$ cat src/rtl/wake_edge_pkg.sv
package wake_edge_pkg;

  typedef enum logic [1:0] {
    IDX_MODE   = 2'd0,
    IDX_STATUS = 2'd1,
    IDX_ENABLE = 2'd2,
    IDX_BOTH   = 2'd3
  } regIdx_t;

  typedef struct packed {
    logic wrMode;
    logic clrStatus;
    logic wrEnable;
    logic wrBoth;
  } regStrobe_t;

endpackage

$ cat src/rtl/wake_edge_decode.sv
module wake_edge_decode
  import wake_edge_pkg::*;
#(
  parameter bit HAS_ENABLE = 1'b1
) (
  input  logic       clk,
  input  logic       rstN,
  input  logic       regWrEn,
  input  logic [1:0] regAddr,
  output regStrobe_t strobe
);

  regIdx_t idx;

  always_comb begin
    idx = regIdx_t'(regAddr);
    strobe = '0;
    if (regWrEn) begin
      unique case (idx)
        IDX_MODE:   strobe.wrMode    = 1'b1;
        IDX_STATUS: strobe.clrStatus = 1'b1;
        IDX_ENABLE: strobe.wrEnable  = HAS_ENABLE;
        IDX_BOTH:   strobe.wrBoth    = 1'b1;
        default:    strobe = '0;
      endcase
    end
  end

  // at most one register is written per cycle
  a_r9_single_strobe: assert property (@(posedge clk) disable iff (!rstN)
    $onehot0(strobe));

  // the missing enable register never receives a write
  a_r8_no_enable_write: assert property (@(posedge clk) disable iff (!rstN)
    (!HAS_ENABLE && regWrEn && regAddr == 2'd2) |-> !strobe.wrEnable);

endmodule

$ cat src/rtl/wake_edge_datapath.sv
module wake_edge_datapath
  import wake_edge_pkg::*;
#(
  parameter int unsigned NUM_PINS    = 8,
  parameter int unsigned SYNC_STAGES = 2,
  parameter bit          HAS_ENABLE  = 1'b1
) (
  input  logic                clk,
  input  logic                rstN,
  input  logic [NUM_PINS-1:0] pinIn,
  input  regStrobe_t          strobe,
  input  logic [1:0]          regAddr,
  input  logic [NUM_PINS-1:0] regWrData,
  output logic [NUM_PINS-1:0] regRdData,
  output logic                wakeIrq
);

  localparam int unsigned LAST = SYNC_STAGES - 1;

  logic [NUM_PINS-1:0] syncQ [SYNC_STAGES];
  logic [NUM_PINS-1:0] prevQ;
  logic [NUM_PINS-1:0] modeQ, bothQ, statusQ, effEn;
  logic [NUM_PINS-1:0] riseHit, fallHit, edgeHit, clrMask;

  // synchronizer chain and previous-level register
  always_ff @(posedge clk) begin
    if (!rstN) begin
      for (int s = 0; s < SYNC_STAGES; s++) syncQ[s] <= '0;
      prevQ <= '0;
    end else begin
      syncQ[0] <= pinIn;
      for (int s = 1; s < SYNC_STAGES; s++) syncQ[s] <= syncQ[s-1];
      prevQ <= syncQ[LAST];
    end
  end

  assign riseHit = syncQ[LAST] & ~prevQ;
  assign fallHit = ~syncQ[LAST] & prevQ;

  for (genvar p = 0; p < NUM_PINS; p++) begin : g_pin
    always_comb begin
      if (bothQ[p])      edgeHit[p] = riseHit[p] | fallHit[p];
      else if (modeQ[p]) edgeHit[p] = fallHit[p];
      else               edgeHit[p] = riseHit[p];
    end
  end

  assign clrMask = strobe.clrStatus ? regWrData : '0;

  always_ff @(posedge clk) begin
    if (!rstN) begin
      modeQ   <= '0;
      bothQ   <= '0;
      statusQ <= '0;
    end else begin
      if (strobe.wrMode) modeQ <= regWrData;
      if (strobe.wrBoth) bothQ <= regWrData;
      statusQ <= (statusQ & ~clrMask) | edgeHit;
    end
  end

  if (HAS_ENABLE) begin : g_en
    logic [NUM_PINS-1:0] enableQ;
    always_ff @(posedge clk) begin
      if (!rstN)                enableQ <= '0;
      else if (strobe.wrEnable) enableQ <= regWrData;
    end
    assign effEn = enableQ;
  end else begin : g_noen
    assign effEn = '1;
  end

  always_comb begin
    unique case (regIdx_t'(regAddr))
      IDX_MODE:   regRdData = modeQ;
      IDX_STATUS: regRdData = statusQ;
      IDX_ENABLE: regRdData = effEn;
      IDX_BOTH:   regRdData = bothQ;
      default:    regRdData = '0;
    endcase
  end

  assign wakeIrq = |(statusQ & effEn);

  // a status bit falls only when software wrote a one to it
  a_r4_clear_only_by_write: assert property (@(posedge clk) disable iff (!rstN)
    (($past(statusQ) & ~statusQ & ~$past(clrMask)) == '0));

  // a status bit rises only on a detected edge
  a_r2_set_only_by_edge: assert property (@(posedge clk) disable iff (!rstN)
    ((statusQ & ~$past(statusQ) & ~$past(edgeHit)) == '0));

  // a detected edge always leaves its status bit set
  a_r6_set_wins: assert property (@(posedge clk) disable iff (!rstN)
    (|edgeHit) |=> (($past(edgeHit) & ~statusQ) == '0));

  // the interrupt needs at least one latched status bit
  a_r5_irq_needs_status: assert property (@(posedge clk) disable iff (!rstN)
    wakeIrq |-> (statusQ != '0));

endmodule

$ cat src/rtl/wake_edge_unit.sv
module wake_edge_unit
  import wake_edge_pkg::*;
#(
  parameter int unsigned NUM_PINS    = 8,
  parameter int unsigned SYNC_STAGES = 2,
  parameter bit          HAS_ENABLE  = 1'b1
) (
  input  logic                clk,
  input  logic                rstN,
  input  logic [NUM_PINS-1:0] pinIn,
  input  logic [1:0]          regAddr,
  input  logic                regWrEn,
  input  logic [NUM_PINS-1:0] regWrData,
  output logic [NUM_PINS-1:0] regRdData,
  output logic                wakeIrq
);

  regStrobe_t strobe;

  wake_edge_decode #(.HAS_ENABLE(HAS_ENABLE)) decode_i (
    .clk     (clk),
    .rstN    (rstN),
    .regWrEn (regWrEn),
    .regAddr (regAddr),
    .strobe  (strobe)
  );

  wake_edge_datapath #(
    .NUM_PINS    (NUM_PINS),
    .SYNC_STAGES (SYNC_STAGES),
    .HAS_ENABLE  (HAS_ENABLE)
  ) datapath_i (
    .clk       (clk),
    .rstN      (rstN),
    .pinIn     (pinIn),
    .strobe    (strobe),
    .regAddr   (regAddr),
    .regWrData (regWrData),
    .regRdData (regRdData),
    .wakeIrq   (wakeIrq)
  );

endmodule

$ cat config.mk
export PLATFORM = sky130hd
export DESIGN_NAME = wake_edge_unit
export DESIGN_NICKNAME = d
export VERILOG_FILES = /design/src/rtl/wake_edge_pkg.sv /design/src/rtl/wake_edge_decode.sv /design/src/rtl/wake_edge_datapath.sv /design/src/rtl/wake_edge_unit.sv
export SDC_FILE = /design/constraint.sdc
export NUM_CORES = 1
export LEC_CHECK = 0
export ABC_AREA = 1
export ABC_CLOCK_PERIOD_IN_PS = 960
export BUFFER_PORTS_ARGS = -buffer_cell sky130_fd_sc_hd__buf_2
export CORE_MARGIN = 2
export CORE_UTILIZATION = 35
export DETAILED_ROUTE_END_ITERATION = 6
export HOLD_SLACK_MARGIN = 0.08
export PLACE_DENSITY_LB_ADDON = 0.3
export SETUP_SLACK_MARGIN = 0.05
export SLEW_MARGIN = 10
export SYNTH_ARGS = -nofsm -noshare
export SYNTH_HDL_FRONTEND = slang
export SYNTH_SLANG_ARGS = --single-unit
export TNS_END_PERCENT = 10
$ cat constraint.sdc
create_clock -name clk -period 0.96 [get_ports clk]
set_input_delay 0.048 -clock clk [delete_from_list [all_inputs] [get_ports clk]]
set_output_delay 0.048 -clock clk [all_outputs]
set_load 0.01 [all_outputs]
==> reports/summary.txt, run 1 <==
Type of the most critical hold path = input port to flip-flop
Register area = 1150 µm²
Synthesized flop and latch total = 56
Multi-input logic area = 1190 µm²
Max Freq = 804 MHz
Layout area overhead = 32.8%
Complex-gate fraction of the synthesized area = 6.30%
Routed WL per cell = 11.5 µm
Failing checks = negative setup slack
Via density = 4.41
Setup crit start kind = flip-flop
Fill cells = 757
I/O Buffers = 29
Synth unique cells = 16
Cell leakage power = 1.65 nW
GPL Wtd Cong = 0.808
Pre-CTS WS = -0.0334 ns
WP data required = 0.91 ns
PwrDens = 1370 nW/µm²
WP buf/inv = 1
Mux cell area share after synthesis = 0%
Ys Warns = 0
DIE WIDTH = 89.2 µm
Pins Over Slew Limit = 0
Layout cells sized above 1 = 24.9%
Final #Nets = 474
Main combinational cell family by area after synthesis = simple AND/OR/NAND/NOR gates
Hold Path Stages = 4
Worst vdd ir = 0.610 mV
Via Count = 2369
Endpoints failing hold = 0
XOR/XNOR Fraction of Synth Area = 0%
Initial drt markers = 147
Die height = 89.2 µm
Placement Cell Area = 2930 µm²
Max H-tree Level = 2
Final Critical Period = 1.24 ns
Worst EP arrival = 1.20 ns
Clk Latency, worst-skew pair = 0.31 ns
Final HPWL DP = 4180 µm
M3 GR Usage = 3.23%
ANT cells = 0
Synthesized area = 2540 µm²
Met2 GRT Util = 26.7%
CTS clk-pin slew, worst paths = 0.10 ns
Rel. slew slack = 70.9%
Clk buf depth = 2
CP delay by family, top = simple AND/OR/NAND/NOR gates
Post-synthesis simple-gate area fraction = 30.7%
Tcrit/Tclk final = 130%
Status = complete, but fails checks
R2R Path End = datapath_i.statusQ[6]
GRT Residual Overflow = 0
Vias in the first global route = 2230
Cell count after placement = 502
First-pass DRT Iterations = 4
Max Cap Violations = 0
Crit Path Class = flip-flop to output port
Largest net degree at the start of global routing = 23
Gr usage total = 16.9%
Worst Setup End Kind = output port
Post-Syn Instances = 362
DRC = 0
Initial antenna violation count = 0
Syn avg cell area = 7.02 µm²
Hold Crit Start = rstN
DIE AREA = 7960 µm²
Slew @ Worst Pin = 0.436 ns
CTS tree = built
Clock sink total = 56
Skew final = 0.0111 ns
Peak per-stage delay on the critical path = 0.34 ns
Global-route wire length before repair = 10300 µm
Unrepaired setup endpoints after global routing = true
Critical path's slowest cell = dfxtp_2
Setup-failing EPs final = 14
WHS Endpoint = datapath_i.syncQ[0][10]
CTS root buffer = clkbuf_8
Routed WL = 6160 µm
CP Cell Sequence = nand2_2 > nand4_1 > or2_4 > buf_6
Non-Filler Instances = 537
Placement row count = 31
Sequential area share after synthesis = 44.1%
Post-route ant nets = 0
PnR worst setup slack = -0.284 ns
Worst r2r src = datapath_i.syncQ[0][14]
Synth Area in Adders = 7.87%
Worst-path fanout max = 2
Initial Util = 35.6%
Met1 Use GR = 23.7%
CORE AREA = 7140 µm²
# IOs = 30
R2r setup slk = -0.02 ns
Worst R2R Path Depth = 5
CTS buffer count = 5
Top Usage Layer GRT = met2
Post-route cell area = 3380 µm²
Syn Nets = 399
## where the power goes
group,internal [mW],switching (mW),leakage [nW]
Combinational,0.341,0.372,1.14
Clock,0.589,0.775,0.0445
Sequential,2.46,0.0839,0.468
## per-layer routing
metal,routed length [µm],share of wire (%)
met3,334,5.4
met2,2750,45
met5,0,0
met1,3020,49
met4,58,0.94
## worst reg2reg max path, cell delays in order (launching register included)
cell     delay (ns)
dfxtp_2        0.35
inv_1          0.04
ha_1           0.28
nand2_1        0.07
nand2_1        0.06
a21oi_2        0.11
## how the worst max path moves through the flow
| stage | startpoint | end | depth (start not counted) |
|---|---|---|---|
| 2_1_floorplan | datapath_i.syncQ[0][8] | datapath_i.statusQ[0] | 5 |
| 6_report | datapath_i.statusQ[6] | wakeIrq | 4 |
| 4_1_cts | datapath_i.effEn[4] | wakeIrq | 4 |
| 3_5_place_dp | regAddr[0] | regRdData[0] | 7 |
| 5_1_grt | datapath_i.statusQ[6] | wakeIrq | 4 |
| 3_3_place_gp | regAddr[0] | regRdData[0] | 7 |
## cell type report
class / instances / area share, %
Timing Repair Buffer: 75 / 17.0
Tap cell: 99 / 3.67
Sequential cell: 56 / 34.0
Clock inverter: 1 / 0.222
Multi-Input combinational cell: 234 / 35.3
Clock buffer: 7 / 2.56
Inverter: 65 / 7.22
## synth_stat cells, drive strengths merged
master	number	share of area (%)
a21oi	8	1.6
buf	3	0.84
clkbuf	4	0.59
dfxtp	56	44
ha	16	7.9
inv	65	9.6
nand2	107	16
nand3	8	1.6
nand4	18	4.4
nor2	52	8.6
o21ai	24	4.7
or2	1	0.25
## cell families after synthesis
kind of cell	after synthesis
adders and majority gates	16
DFF	56
buffers and inverters	72
and+or+nand+nor	186
AOI/OAI and AO/OA	32
## state kept, by name, indices dropped and copies added (netlist names)
name                flops
datapath_i.modeQ        8
datapath_i.statusQ      8
datapath_i.prevQ        8
datapath_i.effEn        8
datapath_i.bothQ        8
datapath_i.syncQ       16
## per-stage QoR
stage               power [mW]  setup TNS [ns]  hold slack, ns  utilization [%]
CTS                       4.62           -1.67           0.167             46.5
global placement          3.14         -0.0849           0.228             41.1
detailed placement        3.15          -0.268           0.233             41.1
finish                    4.62           -1.68           0.178             47.3
floorplan                 2.89               0           0.146                -
global route              4.88           -2.79           0.195             47.3
## cell usage in the layout, fill, tap and decap left out, drive strengths merged
cell type / instances
a21oi: 8
buf: 56
clkbuf: 7
clkinvlp: 1
dfxtp: 56
dlygate4sd3: 19
ha: 16
inv: 65
nand2: 107
nand3: 8
nand4: 18
nor2: 52
o21ai: 24
or2: 1
## what timing repair did
action,4_1_cts,5_1_grt
endpoints found under the setup margin,17,17
hold buffers,19,0
buffers inserted,6,2
resized for setup,31,14
pin swaps,8,9
endpoints found under the hold margin,36,0
Power figures use the tool's default switching activity.
==> inputs of run 2 (changes only) <==
- BUFFER_PORTS_ARGS: -buffer_cell sky130_fd_sc_hd__buf_2 -> unset
- DONT_BUFFER_PORTS: unset -> 1
- REMOVE_ABC_BUFFERS: unset -> 1
==> reports/summary.txt, run 2 (synthesis results as in run 1) <==
Pwr Total = 4.35 mW (-5.8%)
Tcrit/Tclk final = 117% (-13 points)
Slew @ Worst Pin = 0.438 ns (+0.00186 ns)
Hold WS = -0.161 ns (-0.339 ns)
Clk Latency, worst-skew pair = 0.31 ns (about the same)
Endpoints failing hold = 41 (+41)
GPL Wtd Cong = 0.778 (-3.7%)
Switch Pwr = 1.14 mW (-7.8%)
First-pass DRT Iterations = 4 (unchanged)
CTS buffer count = 5 (unchanged)
Crit Path Class = flip-flop to output port
Vias in the first global route = 2139 (-4.1%)
Type of the most critical hold path = input port to flip-flop
WP data required = 0.91 ns (about the same)
Initial drt markers = 111 (-24%)
Via density = 4.56 (+3.3%)
Failing checks = negative hold slack, negative setup slack
Routed WL = 6080 µm (-1.3%)
Comb power frac = 12.7% (-2.7 points)
I/O Buffers = 0 (-100%)
Post-route ant nets = 0 (unchanged)
Clock power share = 28.6% (-1.0 points)
Placement row count = 31 (unchanged)
Via Count = 2256 (-4.8%)
Gr usage total = 16.6% (-0.35 points)
GRT Residual Overflow = 0 (unchanged)
Final HPWL DP = 3860 µm (-7.6%)
Final #Nets = 433 (-8.6%)
CTS clk-pin slew, worst paths = 0.09 ns (about the same)
CORE AREA = 7140 µm² (unchanged)
Clk buf depth = 2 (unchanged)
Max Cap Violations = 0 (unchanged)
Worst-path fanout max = 3 (+1)
Sequential share of power = 58.8% (+3.8 points)
CTS root buffer = clkbuf_8
PnR worst setup slack = -0.163 ns (+0.120 ns)
Max Freq = 890 MHz (+11%)
Max H-tree Level = 2 (unchanged)
Initial antenna violation count = 0 (unchanged)
Setup-failing EPs final = 6 (-8)
Cell leakage power = 1.46 nW (-12%)
DIE WIDTH = 89.2 µm (unchanged)
Final Critical Period = 1.12 ns (-0.120 ns)
Max reg flops = 16 (unchanged)
# IOs = 30 (unchanged)
Clock sink total = 56 (unchanged)
Worst Setup End Kind = output port
Status = complete, but fails checks
Global-route wire length before repair = 10200 µm (-1.6%)
CTS tree = built
Worst vdd ir = 0.706 mV (+16%)
Layout area overhead = 24.1%
ANT cells = 0 (unchanged)
Largest net degree at the start of global routing = 50 (+120%)
Switch share = 26.1% (-0.55 points)
Commonest non-fill, non-tap cell in the layout = nand2_1
Setup crit start kind = flip-flop
Unrepaired setup endpoints after global routing = true
Pins Over Slew Limit = 0 (unchanged)
Hold buffers post-CTS = 26 (+7)
Cell-internal power = 3.21 mW (-5.1%)
Die height = 89.2 µm (unchanged)
DIE AREA = 7960 µm² (unchanged)
Most frequent cells in the layout = nand2_1 (97), inv_1 (60), nor2_1 (49)
Layout cells sized above 1 = 19.7% (-5.2 points)
PwrDens = 1380 nW/µm² (+0.76%)
Rel. slew slack = 70.7% (-0.19 points)
Routed WL per cell = 12.3 µm (+7.1%)
Skew final = 0.00585 ns (-0.00528 ns)
Worst EP arrival = 1.08 ns (-0.12 ns)
Most flops, register = datapath_i.syncQ
Pre-CTS WS = -0.0199 ns (+0.0135 ns)
DRC = 0 (unchanged)
Initial Util = 35.6% (unchanged)
==> run 2: area by class of cell <==
type	count	area, µm²
Inverter	65	244
Sequential cell	56	1160
Clock buffer	6	72.6
Clock inverter	1	5.00
Tap cell	99	124
Fill cell	758	3980
Multi-Input combinational cell	234	1220
Timing Repair Buffer	34	328
==> run 2: power by group through the flow <==
| stage | registers (mW) | logic (mW) | clock network (mW) |
|---|---|---|---|
| floorplan | 2.56 | 0.287 | 0 |
| global placement | 2.58 | 0.370 | 0 |
| detailed placement | 2.59 | 0.379 | 0 |
| CTS | 2.55 | 0.511 | 1.28 |
| global route | 2.58 | 0.627 | 1.39 |
| finish | 2.55 | 0.552 | 1.24 |
==> run 2: final timing paths <==
kind | start | end | slack, ns | depth (start not counted)
max | datapath_i.statusQ[5] | wakeIrq | -0.16 | 3
min | rstN | datapath_i.syncQ[0][8] | -0.16 | 2
max reg2reg | datapath_i.syncQ[0][14] | datapath_i.statusQ[6] | -0.02 | 5
min reg2reg | datapath_i.syncQ[0][1] | datapath_i.syncQ[0][9] | 0.40 | 2
==> run 2: stage by stage <==
| step | util (%) | hold slack, ns | instance area (µm²) | setup TNS [ns] | cells |
|---|---|---|---|---|---|
| floorplan | - | 0.141 | 2510 | 0 | 355 |
| global placement | 37.4 | 0.147 | 2670 | 0 | 459 |
| detailed placement | 37.4 | 0.150 | 2670 | -0.0986 | 459 |
| CTS | 43.0 | -0.168 | 3070 | -0.379 | 494 |
| global route | 44.2 | -0.164 | 3160 | -1.31 | 495 |
| finish | 44.2 | -0.161 | 3160 | -0.346 | 495 |
==> run 2: layer usage <==
| layer | vias to the layer above | share of wire [%] | GRT usage [%] |
|---|---|---|---|
| met5 | - | 0 | 0 |
| met2 | 49 | 46 | 26.7 |
| met1 | 1031 | 46 | 22.1 |
| met4 | 0 | 1.8 | 3.80 |
| met3 | 8 | 7.0 | 4.89 |
| li1 | 1168 | - | - |
==> run 2: repair_timing <==
action | CTS | global route
hold endpoints to repair | 56 | 41
gates resized for setup | 32 | 29
setup endpoints to repair | 17 | 22
buffers inserted | 2 | 1
pin swaps | 13 | 12
==> run 2: critical path, stage by stage, from the launching register on <==
cell and delay [ns]:
dfxtp_2 0.34, nand2_2 0.07, nand4_1 0.08, or2_4 0.28
==> inputs of run 3 (changes only) <==
- CTS_BUF_LIST: unset -> sky130_fd_sc_hd__clkbuf_4 sky130_fd_sc_hd__clkbuf_8 sky130_fd_sc_hd__clkbuf_16
- PLACE_DENSITY: unset -> 0.58
- PLACE_DENSITY_LB_ADDON: 0.3 -> unset
==> reports/summary.txt, run 3 (synthesis results as in run 1) <==
Hold buffers post-CTS = 26 (unchanged)
Type of the most critical hold path = input port to flip-flop
Cell leakage power = 1.46 nW (+0.31%)
Endpoints failing hold = 39 (-4.9%)
Worst Setup End Kind = output port
Initial antenna violation count = 0 (unchanged)
Layout area overhead = 24.1% (unchanged)
Clock sink total = 56 (unchanged)
Critical path's slowest cell = dfxtp_2
Placement Cell Area = 2680 µm² (+0.28%)
Crit Path Class = flip-flop to output port
CTS clk-pin slew, worst paths = 0.11 ns (+0.02 ns)
Setup-failing EPs final = 8 (+2)
Placement row count = 31 (unchanged)
Final HPWL DP = 3910 µm (+1.4%)
Pre-CTS WS = -0.0371 ns (-0.0172 ns)
DRC = 0 (unchanged)
Clk Latency, worst-skew pair = 0.32 ns (about the same)
CP Cell Sequence = nand2_2 > nand4_1 > or2_4
Post-Route Setup TNS = -0.534 ns (-0.188 ns)
Unrepaired setup endpoints after global routing = true
Final Critical Period = 1.16 ns (+0.0327 ns)
DIE AREA = 7960 µm² (unchanged)
Non-Filler Instances = 498 (+0.61%)
I/O Buffers = 0 (unchanged)
Setup crit start kind = flip-flop
PwrDens = 1400 nW/µm² (+1.8%)
CTS tree = built
Skew final = 0.0142 ns (+0.00831 ns)
Commonest non-fill, non-tap cell in the layout = nand2_1
CTS root buffer = clkbuf_8
ANT cells = 0 (unchanged)
GRT Residual Overflow = 0 (unchanged)
CTS buffer count = 5 (unchanged)
Max Freq = 865 MHz (-2.8%)
CP delay by family, top = simple AND/OR/NAND/NOR gates
First-pass DRT Iterations = 4 (unchanged)
Most frequent cells in the layout = nand2_1 (98), inv_1 (62), nor2_1 (49)
Fill cells = 755 (-0.40%)
Most flops, register = datapath_i.syncQ
Worst-path fanout max = 3 (unchanged)
Vias in the first global route = 2174 (+1.6%)
Initial Util = 35.6% (unchanged)
Pwr Total = 4.42 mW (+1.8%)
Gr usage total = 16.8% (+0.20 points)
WP buf/inv = 0 (unchanged)
Global-route wire length before repair = 10200 µm (+0.41%)
Tcrit/Tclk final = 120% (+3.4 points)
Initial drt markers = 147 (+32%)
Pins Over Slew Limit = 0 (unchanged)
Rel. slew slack = 69.0% (-1.7 points)
Largest net degree at the start of global routing = 50 (unchanged)
Routed WL per cell = 12.5 µm (+1.5%)
CORE AREA = 7140 µm² (unchanged)
Slew @ Worst Pin = 0.464 ns (+0.0264 ns)
Status = complete, but fails checks
# IOs = 30 (unchanged)
Max reg flops = 16 (unchanged)
Final #Nets = 435 (+0.46%)
Layout cells sized above 1 = 17.8% (-1.9 points)
WP data required = 0.91 ns (about the same)
Routed WL = 6210 µm (+2.1%)
Clk buf depth = 2 (unchanged)
Max Cap Violations = 0 (unchanged)
Die height = 89.2 µm (unchanged)
Max H-tree Level = 2 (unchanged)
Peak per-stage delay on the critical path = 0.35 ns (about the same)
Post-route cell area = 3160 µm² (unchanged)
Worst EP arrival = 1.11 ns (+0.03 ns)
Hold WS = -0.169 ns (-0.00862 ns)
PnR worst setup slack = -0.196 ns (-0.0327 ns)
DIE WIDTH = 89.2 µm (unchanged)
Failing checks = negative hold slack, negative setup slack
GPL Wtd Cong = 0.757 (-2.8%)
Via Count = 2268 (+0.53%)
Via density = 4.55 (about the same)
Core Util, Final = 44.2% (unchanged)
Post-route ant nets = 0 (unchanged)
Worst vdd ir = 0.552 mV (-22%)
Cell count after placement = 460 (+0.22%)
[run 3: changes by cell type in the layout (fill, tap and decap cells not counted), sizes merged]
cell and delta:
clkinvlp +2, buf +2, clkbuf -1
[run 3: final cells by class]
cell class,instances,area [µm²],share of cell area (%)
clock buffer,5,68.8,2.18
clock inverter,3,23.8,0.753
inverter,65,244,7.73
multi-input combinational,234,1190,37.6
sequential,56,1160,36.8
tap,99,124,3.93
timing repair buffer,36,347,11.0
[run 3: routing by layer]
metal	global-route usage, %	part of all wire (%)	vias to the layer above
met5	0	0	-
met4	4.48	0.95	0
met3	4.34	5.4	5
met2	28.1	48	38
met1	21.5	46	1050
li1	-	-	1175
[run 3: final timing paths]
path / startpoint / endpoint / slack, ns / depth (start not counted)
worst max-delay path: datapath_i.statusQ[6] / wakeIrq / -0.20 / 3
worst min register to register: datapath_i.syncQ[0][4] / datapath_i.syncQ[0][12] / 0.39 / 2
worst max register to register: datapath_i.syncQ[0][12] / datapath_i.statusQ[4] / -0.02 / 5
worst min-delay path: rstN / datapath_i.syncQ[0][12] / -0.17 / 2
[run 3: repair_timing]
item                       4_1_cts  5_1_grt
pin swaps                       10       11
setup buffers                    3        1
hold endpoints to repair        56       39
gates resized for setup         35       16
setup endpoints to repair       17       24
[run 3: power by group]
part | internal (mW) | switching, mW
Combinational | 0.248 | 0.296
Clock | 0.519 | 0.809
Sequential | 2.46 | 0.0921
Total | 3.23 | 1.20
